File: src/rtl/acq_pkg.sv
package acq_pkg;
  localparam int SPI_FRAME_BITS = 16;
  localparam int DATA_BITS      = 14;
  localparam int CHAN_W         = 2;
  localparam int ADDR_W         = 2;
  localparam int WORD_BITS      = 2 * ADDR_W + DATA_BITS + CHAN_W;

  typedef enum logic [3:0] {
    ST_INIT,
    ST_IDLE,
    ST_NEWCH,
    ST_READ,
    ST_PACK,
    ST_ENCODE,
    ST_SLOT,
    ST_OUTPUT,
    ST_HOLD
  } seq_state_e;

  // Address at both ends so that the word fills whole 4-bit symbols.
  function automatic logic [WORD_BITS-1:0] pack_word(
    input logic [ADDR_W-1:0]    addr,
    input logic [CHAN_W-1:0]    chan,
    input logic [DATA_BITS-1:0] reading
  );
    return {addr, chan, reading, addr};
  endfunction
endpackage

File: src/rtl/acq_rst_sync.sv
module acq_rst_sync #(
  parameter int STAGES = 2
) (
  input  logic clk,
  input  logic arst_n,
  output logic srst_n
);
  logic [STAGES-1:0] sync_q;

  generate
    if (STAGES == 1) begin : g_one
      always_ff @(posedge clk or negedge arst_n) begin
        if (!arst_n) sync_q <= '0;
        else         sync_q <= 1'b1;
      end
    end else begin : g_many
      always_ff @(posedge clk or negedge arst_n) begin
        if (!arst_n) sync_q <= '0;
        else         sync_q <= {sync_q[STAGES-2:0], 1'b1};
      end
    end
  endgenerate

  assign srst_n = sync_q[STAGES-1];
endmodule

File: src/rtl/acq_tick_timer.sv
module acq_tick_timer #(
  parameter int CNT_W = 8
) (
  input  logic             clk,
  input  logic             rst_n,
  input  logic             clr,
  input  logic             tick_en,
  input  logic [CNT_W-1:0] limit,
  output logic             hit
);
  logic [CNT_W-1:0] cnt_q, cnt_d;
  logic             cnt_en;

  // Saturates at the limit, so hit stays true once reached.
  assign cnt_en = clr | (tick_en & (cnt_q != limit));

  always_comb begin
    if (clr) cnt_d = '0;
    else     cnt_d = cnt_q + CNT_W'(1);
  end

  always_ff @(posedge clk or negedge rst_n) begin
    if (!rst_n)      cnt_q <= '0;
    else if (cnt_en) cnt_q <= cnt_d;
  end

  assign hit = (cnt_q == limit);
endmodule

File: src/rtl/acq_spi_rd.sv
module acq_spi_rd #(
  parameter int HALF_DIV   = 4,
  parameter int FRAME_BITS = 16,
  parameter int DATA_BITS  = 14
) (
  input  logic                 clk,
  input  logic                 rst_n,
  input  logic                 start,
  input  logic                 miso,
  output logic                 sclk,
  output logic                 cs_n,
  output logic [DATA_BITS-1:0] data,
  output logic                 done
);
  localparam int DIV_W = (HALF_DIV > 1) ? $clog2(HALF_DIV) : 1;
  localparam int BIT_W = $clog2(FRAME_BITS + 1);

  logic                  busy_q, busy_d;
  logic                  sclk_q, sclk_d;
  logic                  done_q, done_d;
  logic [DIV_W-1:0]      div_q, div_d;
  logic [BIT_W-1:0]      bit_q, bit_d;
  logic [FRAME_BITS-1:0] shift_q, shift_d;

  always_comb begin
    busy_d  = busy_q;
    sclk_d  = sclk_q;
    div_d   = div_q;
    bit_d   = bit_q;
    shift_d = shift_q;
    done_d  = 1'b0;
    if (!busy_q) begin
      if (start) begin
        busy_d = 1'b1;
        sclk_d = 1'b0;
        div_d  = '0;
        bit_d  = '0;
      end
    end else if (div_q == DIV_W'(HALF_DIV - 1)) begin
      div_d = '0;
      if (!sclk_q) begin
        // Rising edge: take the bit the converter set up on the last fall.
        sclk_d  = 1'b1;
        shift_d = {shift_q[FRAME_BITS-2:0], miso};
      end else begin
        sclk_d = 1'b0;
        bit_d  = bit_q + BIT_W'(1);
        if (bit_q == BIT_W'(FRAME_BITS - 1)) begin
          busy_d = 1'b0;
          done_d = 1'b1;
        end
      end
    end else begin
      div_d = div_q + DIV_W'(1);
    end
  end

  always_ff @(posedge clk or negedge rst_n) begin
    if (!rst_n) begin
      busy_q  <= 1'b0;
      sclk_q  <= 1'b0;
      done_q  <= 1'b0;
      div_q   <= '0;
      bit_q   <= '0;
      shift_q <= '0;
    end else begin
      busy_q  <= busy_d;
      sclk_q  <= sclk_d;
      done_q  <= done_d;
      div_q   <= div_d;
      bit_q   <= bit_d;
      shift_q <= shift_d;
    end
  end

  assign cs_n = ~busy_q;
  assign sclk = sclk_q;
  assign data = shift_q[DATA_BITS-1:0];
  assign done = done_q;
endmodule

File: src/rtl/sensor_acq_seq.sv
module sensor_acq_seq
  import acq_pkg::*;
#(
  parameter int TICKS_PER_MS = 1000,
  parameter int SLOT_MS      = 70,
  parameter int PERIOD_MS    = 250,
  parameter int SCLK_HALF    = 4,
  parameter int SYNC_STAGES  = 2
) (
  input  logic                 clk,
  input  logic                 rst_n,
  input  logic                 tick_en,
  input  logic [ADDR_W-1:0]    chip_addr,
  input  logic                 cdc_ready,
  input  logic                 spi_miso,
  output logic                 spi_sclk,
  output logic                 spi_cs_n,
  output logic [CHAN_W-1:0]    chan_sel,
  output logic [WORD_BITS-1:0] pkg_word,
  output logic                 enc_req,
  input  logic                 enc_done,
  output logic                 tx_start
);
  localparam int SLOT_TICKS   = SLOT_MS * TICKS_PER_MS;
  localparam int PERIOD_TICKS = PERIOD_MS * TICKS_PER_MS;
  localparam int CNT_W        = $clog2(PERIOD_TICKS + 1);
  // The timer clears on the accept cycle and the return to idle costs one
  // more cycle, so hitting at PERIOD-2 gives an accept spacing of PERIOD.
  localparam logic [CNT_W-1:0] FRAME_LIM = CNT_W'(PERIOD_TICKS - 2);

  logic srst_n;

  seq_state_e state_q, state_d;
  logic [CHAN_W-1:0]    chan_q, tag_q;
  logic [WORD_BITS-1:0] word_q;
  logic                 chan_en, word_en;

  logic                 spi_done;
  logic [DATA_BITS-1:0] spi_data;
  logic                 frame_clr, frame_hit;
  logic                 slot_clr, slot_hit;
  logic [CNT_W-1:0]     slot_lim;

  acq_rst_sync #(.STAGES(SYNC_STAGES)) u_rst (
    .clk    (clk),
    .arst_n (rst_n),
    .srst_n (srst_n)
  );

  acq_spi_rd #(
    .HALF_DIV   (SCLK_HALF),
    .FRAME_BITS (SPI_FRAME_BITS),
    .DATA_BITS  (DATA_BITS)
  ) u_spi (
    .clk   (clk),
    .rst_n (srst_n),
    .start (state_q == ST_NEWCH),
    .miso  (spi_miso),
    .sclk  (spi_sclk),
    .cs_n  (spi_cs_n),
    .data  (spi_data),
    .done  (spi_done)
  );

  always_comb slot_lim = CNT_W'(int'(chip_addr) * SLOT_TICKS);

  assign frame_clr = (state_q == ST_IDLE) && cdc_ready;
  assign slot_clr  = (state_q != ST_SLOT);

  acq_tick_timer #(.CNT_W(CNT_W)) u_frame (
    .clk     (clk),
    .rst_n   (srst_n),
    .clr     (frame_clr),
    .tick_en (tick_en),
    .limit   (FRAME_LIM),
    .hit     (frame_hit)
  );

  acq_tick_timer #(.CNT_W(CNT_W)) u_slot (
    .clk     (clk),
    .rst_n   (srst_n),
    .clr     (slot_clr),
    .tick_en (tick_en),
    .limit   (slot_lim),
    .hit     (slot_hit)
  );

  always_comb begin
    state_d = state_q;
    unique case (state_q)
      ST_INIT:   state_d = ST_IDLE;
      ST_IDLE:   if (cdc_ready) state_d = ST_NEWCH;
      ST_NEWCH:  state_d = ST_READ;
      ST_READ:   if (spi_done) state_d = ST_PACK;
      ST_PACK:   state_d = ST_ENCODE;
      ST_ENCODE: if (enc_done) state_d = ST_SLOT;
      ST_SLOT:   if (slot_hit) state_d = ST_OUTPUT;
      ST_OUTPUT: state_d = ST_HOLD;
      ST_HOLD:   if (frame_hit) state_d = ST_IDLE;
      default:   state_d = ST_INIT;
    endcase
  end

  assign chan_en = (state_q == ST_NEWCH);
  assign word_en = (state_q == ST_PACK);

  always_ff @(posedge clk or negedge srst_n) begin
    if (!srst_n) state_q <= ST_INIT;
    else         state_q <= state_d;
  end

  always_ff @(posedge clk or negedge srst_n) begin
    if (!srst_n) begin
      chan_q <= '0;
      tag_q  <= '0;
    end else if (chan_en) begin
      tag_q  <= chan_q;
      chan_q <= chan_q + CHAN_W'(1);
    end
  end

  always_ff @(posedge clk or negedge srst_n) begin
    if (!srst_n)      word_q <= '0;
    else if (word_en) word_q <= pack_word(chip_addr, tag_q, spi_data);
  end

  assign chan_sel = chan_q;
  assign pkg_word = word_q;
  assign enc_req  = (state_q == ST_ENCODE);
  assign tx_start = (state_q == ST_OUTPUT);
endmodule

File: config.mk
export PLATFORM = sky130hd
export DESIGN_NAME = sensor_acq_seq
export DESIGN_NICKNAME = d
export VERILOG_FILES = /design/src/rtl/acq_pkg.sv /design/src/rtl/acq_rst_sync.sv /design/src/rtl/acq_tick_timer.sv /design/src/rtl/acq_spi_rd.sv /design/src/rtl/sensor_acq_seq.sv
export SDC_FILE = /design/constraint.sdc
export NUM_CORES = 1
export LEC_CHECK = 0
export BUFFER_PORTS_ARGS = -buffer_cell sky130_fd_sc_hd__buf_2
export CAP_MARGIN = 20
export CORE_MARGIN = 3
export CORE_UTILIZATION = 45
export DETAILED_ROUTE_END_ITERATION = 12
export PLACE_DENSITY = 0.76
export SLEW_MARGIN = 25
export SYNTH_ARGS = -nofsm -noshare
export SYNTH_HDL_FRONTEND = slang
export SYNTH_SLANG_ARGS = --single-unit
export TNS_END_PERCENT = 1
File: constraint.sdc
create_clock -name clk -period 2.45 [get_ports clk]
set_input_delay 0.49 -clock clk [delete_from_list [all_inputs] [get_ports clk]]
set_output_delay 0.49 -clock clk [all_outputs]
set_load 0.05 [all_outputs]
# [Yosys cells after proc, flatten, opt, wreduce, memory -nomap -nowiden]
# Cells that the tools add are included.
[totals] register_bits=90 in_bits=8 output_inout_bits=26 elab_cells=82
[op_classes] addsub=5 multipliers=1 n_eq_ne=22 muxes=28 bitwise_logic=6 reduce_logical=7
[op_table] cell="18-bit by 1-bit adder with 18-bit output, second input constant" n=2
[op_table] cell="18-bit two-way mux" n=2
[op_table] cell="4-bit case mux with 9 select lines" n=1
[op_table] cell="4-bit two-way mux" n=5
[op_table] cell="5-bit two-way mux" n=4
[op_table] cell="18-bit equality test" n=1
[op_table] cell="18-bit equality test, second input constant" n=1
[op_table] cell="18-bit != test" n=1
[op_table] cell="18-bit != test, second input constant" n=1
[op_table] cell="4-bit by 3-bit equality test with 1-bit output, second input constant" n=4
[op_table] cell="2-bit by 13-bit multiplier with 14-bit output, second input constant" n=1
[op_table] cell="1-bit two-way mux" n=13
[op_table] cell="2-bit != test, second input constant" n=5
[op_table] cell="4-bit by 2-bit equality test with 1-bit output, second input constant" n=2
[op_table] cell="2-bit two-way mux" n=3
[op_table] cell="3-bit AND reduction" n=2
[op_table] cell="5-bit by 1-bit adder with 5-bit output, second input constant" n=1
[op_table] cell="5-bit by 4-bit equality test with 1-bit output, second input constant" n=1
[op_table] cell="5-bit AND reduction" n=1
[op_table] cell="2-bit by 1-bit adder with 2-bit output, second input constant" n=2
[op_table] cell="4-bit by 1-bit equality test with 1-bit output, second input constant" n=1
[op_table] cell="4-bit equality test, second input constant" n=1
[op_table] cell="4-bit logical NOT" n=1
[op_table] cell="2-bit by 1-bit != test with 1-bit output, second input constant" n=2
[op_table] cell="other kinds (8)" n=11

# [Logic depth before layout (Yosys ltp)]
# Gate-level depths: netlist of run 1.
[depth] word_depth=5 depth_mapped=6

# [Cells and area by module]
# A second synthesis of run 1 with hierarchy kept.
[unflattened] hier_cells=454 hier_area_um2=4993.5
[modules_own_cells] mod="acq_tick_timer" n_inst=2 cells_per_inst=138 area_each_um2=1295.0 seq_area_each_um2=450.4
[modules_own_cells] mod="sensor_acq_seq" n_inst=1 cells_per_inst=97 area_each_um2=1332.5 seq_area_each_um2=650.6
[modules_own_cells] mod="acq_spi_rd" n_inst=1 cells_per_inst=78 area_each_um2=1017.2 seq_area_each_um2=600.6
[modules_own_cells] mod="acq_rst_sync" n_inst=1 cells_per_inst=3 area_each_um2=53.8 seq_area_each_um2=50.0

# [Worst setup path before layout of run 1]
# OpenSTA, ideal clock, no wires.
[synth_path] path_type="register to output" startpoint="register state_q[2]" endpoint="output enc_req" t_arrival_ns=1.395 t_required_ns=1.960 slack_ns=0.565 path_stages_with_launch=5 n_path_buf=1 path_cell_list="dfrtp_1 buf_2 nor2b_1 nand2_1 nor2_1"
[synth_via] elab_chain_len=1
[synth_rtl] item="start: declaration" line="sensor_acq_seq.sv:33" rtl="seq_state_e state_q, state_d;"
[synth_rtl] item="start signal: assignment" line="sensor_acq_seq.sv:109" rtl="else state_q <= state_d;"
[synth_rtl] item="4-bit by 3-bit equality test with 1-bit output" line="sensor_acq_seq.sv:129" rtl="assign enc_req = (state_q == ST_ENCODE);"
[synth_rtl] item="end: declaration" line="sensor_acq_seq.sv:20" rtl="output logic enc_req,"
# No other way between the ends.

# [Worst setup path after layout of run 1]
[layout_path] startpoint="register state_q[2]" endpoint="output tx_start"
[layout_via] elab_chain_len=1
[layout_rtl] item="4-bit by 3-bit equality test with 1-bit output" line="sensor_acq_seq.sv:130" rtl="assign tx_start = (state_q == ST_OUTPUT);"
[layout_rtl] item="end: declaration" line="sensor_acq_seq.sv:22" rtl="output logic tx_start"
# No other way between the ends.

==> results of run 1 <==
## layout make-up
type | count | area (um2)
fill | 792 | 4480
sequential | 88 | 2210
tap | 129 | 161
clock inverter | 7 | 70.1
clock buffer | 9 | 124
timing repair buffer | 38 | 218
multi-input combinational | 285 | 2000
inverter | 17 | 63.8
## metrics by stage
step | util [%] | power [mW] | setup WS, ns | hold slack [ns] | std cells
2_1_floorplan | - | 2.18 | 0.565 | 0.194 | 409
3_3_place_gp | 49.7 | 2.28 | 0.433 | 0.187 | 556
3_5_place_dp | 49.7 | 2.32 | 0.366 | 0.189 | 556
4_1_cts | 51.9 | 3.31 | 0.277 | 0.200 | 573
5_1_grt | 51.9 | 3.47 | 0.201 | 0.210 | 573
6_report | 51.9 | 3.28 | 0.279 | 0.193 | 573
## worst max-delay path, cell delays in order, from the launching register on
cell	delay, ns
sky130_fd_sc_hd__dfrtp_1	0.56
sky130_fd_sc_hd__nor2b_1	0.24
sky130_fd_sc_hd__and3_1	0.24
sky130_fd_sc_hd__buf_2	0.29
## report_power, final
| group | leakage, nW | internal [mW] | switching (mW) |
|---|---|---|---|
| Combinational | 0.947 | 0.217 | 0.275 |
| Sequential | 1.18 | 1.61 | 0.182 |
| Clock | 0.0977 | 0.403 | 0.591 |
| Total | 2.23 | 2.23 | 1.05 |
## worst paths after layout
path | endpoint | cells after the start | startpoint
setup reg to reg | state_q[3]$_DFFE_PN0P_ | 4 | u_frame.cnt_q[11]$_DFFE_PN0P_
hold reg to reg | pkg_word[2]$_DFFE_PN0P_ | 0 | u_rst.sync_q[1]$_DFF_PN0_
min in group clk | u_rst.sync_q[1]$_DFF_PN0_ | 0 | u_rst.sync_q[0]$_DFF_PN0_
hold / removal | pkg_word[2]$_DFFE_PN0P_ | 0 | u_rst.sync_q[1]$_DFF_PN0_
max in group asynchronous | u_frame.cnt_q[0]$_DFFE_PN0P_ | 1 | u_rst.sync_q[1]$_DFF_PN0_
setup / recovery | tx_start | 3 | state_q[2]$_DFFE_PN0P_
## flip-flops by register name, summed over array words and instances (netlist names), 4 cells and up
signal,flops
pkg_word,18
u_slot.cnt_q,18
u_frame.cnt_q,18
u_spi.bit_q,5
u_spi.shift_q,14
state_q,4
## kinds of logic (layout without fill, tap and decap cells)
| family | after synthesis | count (layout) | share of synthesized area [%] |
|---|---|---|---|
| AND/OR/NAND/NOR | 155 | 155 | 19.8 |
| multiplexers | 39 | 39 | 9.95 |
| XOR/XNOR | 21 | 21 | 4.23 |
| AO/OA/AOI/OAI | 58 | 58 | 8.69 |
| other | 1 | 1 | 0.0862 |
| flip-flops | 88 | 88 | 50.6 |
| adder cells (fa/ha/maj) | 11 | 11 | 3.16 |
| buffers and inverters | 36 | 71 | 3.51 |
## layout by cell type, fill, tap and decap left out, types with 4 or more instances in the layout
cell type | synthesis | routed
sky130_fd_sc_hd__dfrtp_1 | 88 | 87
sky130_fd_sc_hd__nand2_1 | 38 | 38
sky130_fd_sc_hd__mux2_2 | 34 | 34
sky130_fd_sc_hd__buf_2 | 7 | 33
sky130_fd_sc_hd__nor2_1 | 24 | 24
sky130_fd_sc_hd__a21oi_1 | 18 | 18
sky130_fd_sc_hd__nand3_1 | 18 | 18
sky130_fd_sc_hd__inv_1 | 17 | 17
sky130_fd_sc_hd__xnor2_1 | 14 | 14
sky130_fd_sc_hd__o21ai_0 | 12 | 12
sky130_fd_sc_hd__nand4_1 | 11 | 11
sky130_fd_sc_hd__ha_1 | 11 | 11
sky130_fd_sc_hd__nor3_1 | 10 | 10
sky130_fd_sc_hd__clkbuf_8 | 0 | 9
sky130_fd_sc_hd__or3_1 | 8 | 8
sky130_fd_sc_hd__and3_1 | 7 | 7
sky130_fd_sc_hd__xor2_1 | 7 | 7
sky130_fd_sc_hd__or4_1 | 6 | 6
sky130_fd_sc_hd__nor4_1 | 6 | 6
sky130_fd_sc_hd__o31ai_1 | 5 | 5
sky130_fd_sc_hd__and4_1 | 5 | 5
sky130_fd_sc_hd__mux2i_1 | 5 | 5
sky130_fd_sc_hd__and2_1 | 4 | 4
sky130_fd_sc_hd__inv_8 | 0 | 4
## metal layers
metal | wire length [um] | part of all wire (%) | GRT usage, % | vias up
li1 | - | - | - | 1530
met4 | 66 | 0.78 | 4.94 | 0
met3 | 383 | 4.5 | 3.54 | 6
met1 | 3920 | 46 | 23.0 | 1563
met5 | 0 | 0 | 0 | -
met2 | 4080 | 48 | 25.4 | 71
==> out/summary.md, run 1 <==
The flow ran to the end, and the final reports show no timing, DRC or antenna violations. Data on the critical path is required at its endpoint by 1.96 ns. Buffers placed on the I/O ports in this run total 33. TritonCTS built the clock tree.

For the final routed database, the setup TNS stands at 0 ns. In the synthesized netlist the dominant register cell turns out to be sky130_fd_sc_hd__dfrtp_1. For this design the ratio of total power to cell area is 678 mW/mm2. After routing the design area is 0.00484 mm2. Clock buffer count from CTS: 9. During I/O placement, the number of pins put on the boundary was 34. At the pin with the least slew margin, the transition time is 0.711 ns. STA classifies the critical path startpoint as a register. For the number of hold violations in the final report, the log shows 0.

The die is 104 um tall. When the netlist entered floorplanning its net count stood at 428. The routed design could run at a clock period as short as 2.17 ns. The initialized floorplan defines 35 standard-cell rows. The full die area was 0.0109 mm2; the worst supply voltage drop on vdd was 0.000470 V. The logs give 0 for the setup-violating endpoint count in the final report and 458 for the number of nets at the end of the flow.

In the post-synthesis netlist, the biggest area contributors are sky130_fd_sc_hd__dfrtp_1 (51%), sky130_fd_sc_hd__mux2_2 (8.8%), sky130_fd_sc_hd__nand2_1 (3.3%), sky130_fd_sc_hd__ha_1 (3.2%), sky130_fd_sc_hd__xnor2_1 (2.8%). After floorplanning, the core was sized to cover 0.00933 mm2. The mean instance size in the synthesized netlist is 10.6 um2. The run gives 1.68 ns as the arrival time at the worst endpoint. On the final layout, the worst clock skew is 0.0107 ns. The iteration count of the initial detailed-routing pass was 5; the clock latency on the worst-skew pair was 0.35 ns.

For the number of global-route vias before repair, the log shows 3086. Summing over every cut layer, the via total after detailed routing is 3170. The run gives 2.23 nW as the cell leakage power.

Global routing consumed, over all layers together, 16.3% of the routing resources. In this run, synthesis produced a sequential element count of 88. After detailed routing, the average wire length per cell comes to 14.7 um. The repair_antennas step left the layout with diodes totalling 0.

For the max-cap check violation count, the log shows 0. Of the available clock period, the critical path in the final layout requires 88.6%. At the end of routability-driven placement, the weighted congestion stood at 0.829. The run gives 0 as the number of antenna violations at the first check in global routing.

The count of hold buffers inserted by post-cts repair was 1. Of all nets on the critical path, the largest fanout is 11. Summed over all instances, the cell type with the most area after synthesis is sky130_fd_sc_hd__dfrtp_1. For this block, the routed nets add up to 8450 um of wire.

Yosys instantiated no cell more often than sky130_fd_sc_hd__dfrtp_1. The run gives 215 as the DRC marker count from the first detailed-route iteration. For this run, asynchronously set or reset flops after synthesis account for 100%. In the routed layout, each cell is associated on average with a via count of 5.53. The logs give 0 for the post-CTS resize count and 0 for the number of pins with negative max-slew slack in the final report. The logs give 50.6% for the sequential-to-total area share from yosys stat and 14800 um for the global-route wire length before repair.

For the level count of the clock H-tree, the log shows 3. The logs give 461 MHz for the upper clock frequency limit and 0 for the total global routing overflow. Entering global routing, the biggest net connects 72 pins. The tree is rooted in a sky130_fd_sc_hd__clkbuf_8. The clock passes through at most 2 buffers. The logs give 52.4% for the relative slew slack and 0.00464 mm2 for the post-place instance area. The critical path in this run is classified as reg2out. The kind of end point of the critical path was an output pin. For the post-detailed-route count of antenna-violating nets, the log shows 0. The number of setup buffers added after CTS came out at 0. The run gives 5860 um as the detailed placer's ending HPWL. The initial utilization of the core area, before any placement, comes to 46.6%. The cell count after synthesis came out at 409. Relative to the synthesized area, the layout overhead comes to 11.3%. In the routed design, unresolved DRC markers number 0. The count of cell types in the netlist was 58. Summed over its instances, the top area cell type makes up 50.6% of the synthesized netlist area.

The path category of the worst min-delay check was reg2async. The count of flip-flops with a built-in enable after synthesis is 0, and the horizontal die dimension is 104 um. Yosys printed 0 warnings.

By count the netlist is led by sky130_fd_sc_hd__dfrtp_1 (88), sky130_fd_sc_hd__nand2_1 (38), sky130_fd_sc_hd__mux2_2 (34). Clock sink total: 88. The share of layout cells above drive strength 1 was 22.5%; the netlist area before placement was 0.00435 mm2.

Setup slack on the worst reg-to-reg path comes out at 0.53 ns. Setup repair after global routing left no endpoint under its margin. Clock-pin slew was measured on the worst setup and hold paths at 0.10 ns.
Note: power is estimated with default switching activity, not from simulation.
==> inputs of run 2 (changes only) <==
Settings changed: PLACE_DENSITY 0.76 to 0.74, RECOVER_POWER from default to 25, SLEW_MARGIN 25 to default.
Clock period 2.45 ns to 2.79 ns, I/O delays scaled along.
==> out/summary.md, run 2 (synthesis results as in run 1) <==
The worst hold path terminates at u_rst.sync_q[1]$_DFF_PN0_. The commonest non-fill, non-tap cell in the layout was sky130_fd_sc_hd__dfrtp_1. The clock sink total is 88 (unchanged).

The number of cells in the finished layout apart from fillers came out at 573 (unchanged). Along the worst hold path, the cell count comes to 0. The number of buffers added on ports was 33 (unchanged).

The endpoint identified for the worst register-to-register timing path is state_q[2]$_DFFE_PN0P_. The run gives 181 (-16%) as the DRC marker count from the first detailed-route iteration. Number of hold violations in the final report: 0 (unchanged).

The tools report the post-detailed-route count of antenna-violating nets as 0 (unchanged). The run gives 0 (unchanged) as the total global routing overflow. The logs give 0 (unchanged) for the residual DRC count and 0.837 (+0.98%) for the final weighted congestion in routability-driven placement. The placeable core region came out at 0.00933 mm2 (unchanged). By startpoint and endpoint, the worst setup path is classified as reg2out. The power density over the cells is 610 mW/mm2 (-10%). The met1 capacity usage during global routing was 22.5% (-0.50 points). The instance count after placement with tap cells included was 556 (unchanged). The chip height is 104 um (unchanged).

The share of layout cells above drive strength 1 is 22.1% (-0.45 points). The full die area was 0.0109 mm2 (unchanged). The tools report the worst supply voltage drop on vdd as 0.000363 V (-23%). Iteration count of the initial detailed-routing pass: 4 (-1).

The final reports fail on capacitance limit, slew limit. STA classifies the critical path startpoint as a register. The run gives -22.8% (-75 points) as the relative slew slack. The total track usage was 17.3% (+0.99 points). The required time of the critical path is 2.23 ns (+0.27 ns). The number of antenna violations at the first check in global routing came out at 0 (unchanged). The horizontal die dimension was 104 um (unchanged). Via density per instance: 5.53 (about the same).

Cell leakage power: 2.23 nW (about the same). The tools report the number of antenna repair diodes as 0 (unchanged). The detailed placer's ending HPWL was 6260 um (+6.7%); the max-cap check violation count was 1 (+1). Register-to-register path setup slack: 0.67 ns (+0.14 ns). The mean routed wirelength per cell came out at 15.5 um (+5.0%). CTS placed an instance of sky130_fd_sc_hd__clkbuf_8 at the clock tree root. Number of nets at the end of the flow: 458 (unchanged). TritonCTS built the clock tree.

Leaving out fill and tap cells, the most frequent cells in the layout are sky130_fd_sc_hd__dfrtp_1 (88), sky130_fd_sc_hd__nand2_1 (38), sky130_fd_sc_hd__mux2_2 (34), sky130_fd_sc_hd__buf_2 (32), sky130_fd_sc_hd__nor2_1 (24). The pin slew with the least headroom to its limit came out at 1.84 ns (+1.13 ns). The top-level I/O count came out at 34 (unchanged). The post-synthesis to final-layout area growth is 11.3% (about the same). The worst path needs 2.25 ns of the cycle, external delays included. The cell row count is 35 (unchanged). The run gives 15500 um (+4.7%) as the global-route wire length before repair. The flow ran to the end, but the final reports show violations. Upper clock frequency limit: 445 MHz. The effective utilization at floorplan is 46.6% (unchanged).

The clock buffer count from CTS is 9 (unchanged), and the summed negative setup slack over all endpoints is 0 ns (unchanged). The clock edge transition at the registers on the reported setup and hold paths came out at 0.10 ns (about the same). Path category of the worst min-delay check: reg2reg.

For the largest net degree at the start of global routing, the log shows 48 (-33%). The tools report the count of hold buffers inserted by post-cts repair as 1 (unchanged). In this run the most used layer during global routing was met2. Setup repair after global routing left no endpoint under its margin. STA classifies the critical path endpoint as an output pin. The logs give 0 (unchanged) for the post-CTS resize count and 4.41% (+0.87 points) for the routing usage on met3. In this run the critical register-to-register path is launched from u_rst.sync_q[1]$_DFF_PN0_. The worst hold path begins at u_rst.sync_q[0]$_DFF_PN0_. The depth of the most critical reg-to-reg path came out at 1 (-3). The utilization of the core after routing was 51.9% (about the same). The total via count in the routed design was 3168 (-0.063%); the number of setup buffers added after CTS was 0 (unchanged).

The clock latency on the worst-skew pair came out at 0.37 ns (+0.02 ns). The number of pins with negative max-slew slack in the final report is 48 (+48). The worst clock skew was 0.0162 ns (+0.00553 ns). The global routing usage on met2 came out at 28.5% (+3.0 points). For the detailed-route wire length, the log shows 8870 um (+5.0%). The arrival time at the worst endpoint is 1.69 ns (about the same), and the level count of the clock H-tree is 3 (unchanged).

The maximum clock insertion buffer count was 2 (unchanged). The setup-violating endpoint count in the final report was 0 (unchanged). For the number of global-route vias before repair, the log shows 3222 (+4.4%).

Dividing the final minimum period by the clock period gives 80.5%. Maximum fanout along the worst path: 11 (unchanged).
==> run 2: critical path, stage by stage, from the launching register on <==
cell and delay [ns]:
sky130_fd_sc_hd__dfrtp_1 0.55, sky130_fd_sc_hd__nor2b_1 0.25, sky130_fd_sc_hd__and3_1 0.25, sky130_fd_sc_hd__buf_2 0.29
==> run 2: metrics by stage <==
step | setup WS (ns) | power, mW | area [um2] | hold slack [ns]
2_1_floorplan | 0.157 | 1.91 | 4350 | 0.262
3_3_place_gp | 0.690 | 2.00 | 4630 | 0.339
3_5_place_dp | 0.556 | 2.03 | 4630 | 0.341
4_1_cts | 0.522 | 2.98 | 4850 | 0.367
5_1_grt | 0.213 | 3.13 | 4840 | 0.380
6_report | 0.544 | 2.95 | 4840 | 0.363
==> run 2: metal layers <==
layer | part of all wire [%] | wire [um]
met4 | 1.3 | 112
met5 | 0 | 0
met3 | 3.5 | 311
met1 | 44 | 3930
met2 | 51 | 4510
==> run 2: final cells by class <==
| cell class | instances | area (um2) |
|---|---|---|
| inverters | 17 | 63.8 |
| well taps | 129 | 161 |
| flip-flops and latches | 88 | 2200 |
| clock buffers | 9 | 124 |
| fillers | 821 | 4490 |
| repair buffers | 38 | 201 |
| clock inverters | 7 | 88.8 |
| multi-input cells | 285 | 2000 |
==> run 2: power breakdown <==
part / internal (mW) / total, mW / switching (mW)
registers: 1.42 / 1.58 / 0.166
logic: 0.189 / 0.419 / 0.230
clock network: 0.433 / 0.952 / 0.519
total: 2.04 / 2.95 / 0.915
==> run 2: worst max-delay path by stage <==
| stage | from | endpoint | slack [ns] | cells past startpoint |
|---|---|---|---|---|
| 6_report | state_q[2]$_DFFE_PN0P_ | tx_start | 0.54 | 3 |
| 5_1_grt | u_rst.sync_q[1]$_DFF_PN0_ | state_q[2]$_DFFE_PN0P_ | 0.21 | 1 |
| 4_1_cts | state_q[2]$_DFFE_PN0P_ | tx_start | 0.52 | 3 |
| 3_5_place_dp | chip_addr[0] | state_q[0]$_DFFE_PN0P_ | 0.56 | 7 |
| 3_3_place_gp | chip_addr[0] | state_q[0]$_DFFE_PN0P_ | 0.69 | 7 |
| 2_1_floorplan | u_rst.sync_q[1]$_DFF_PN0_ | chan_sel[0]$_DFFE_PN0P_ | 0.16 | 0 |
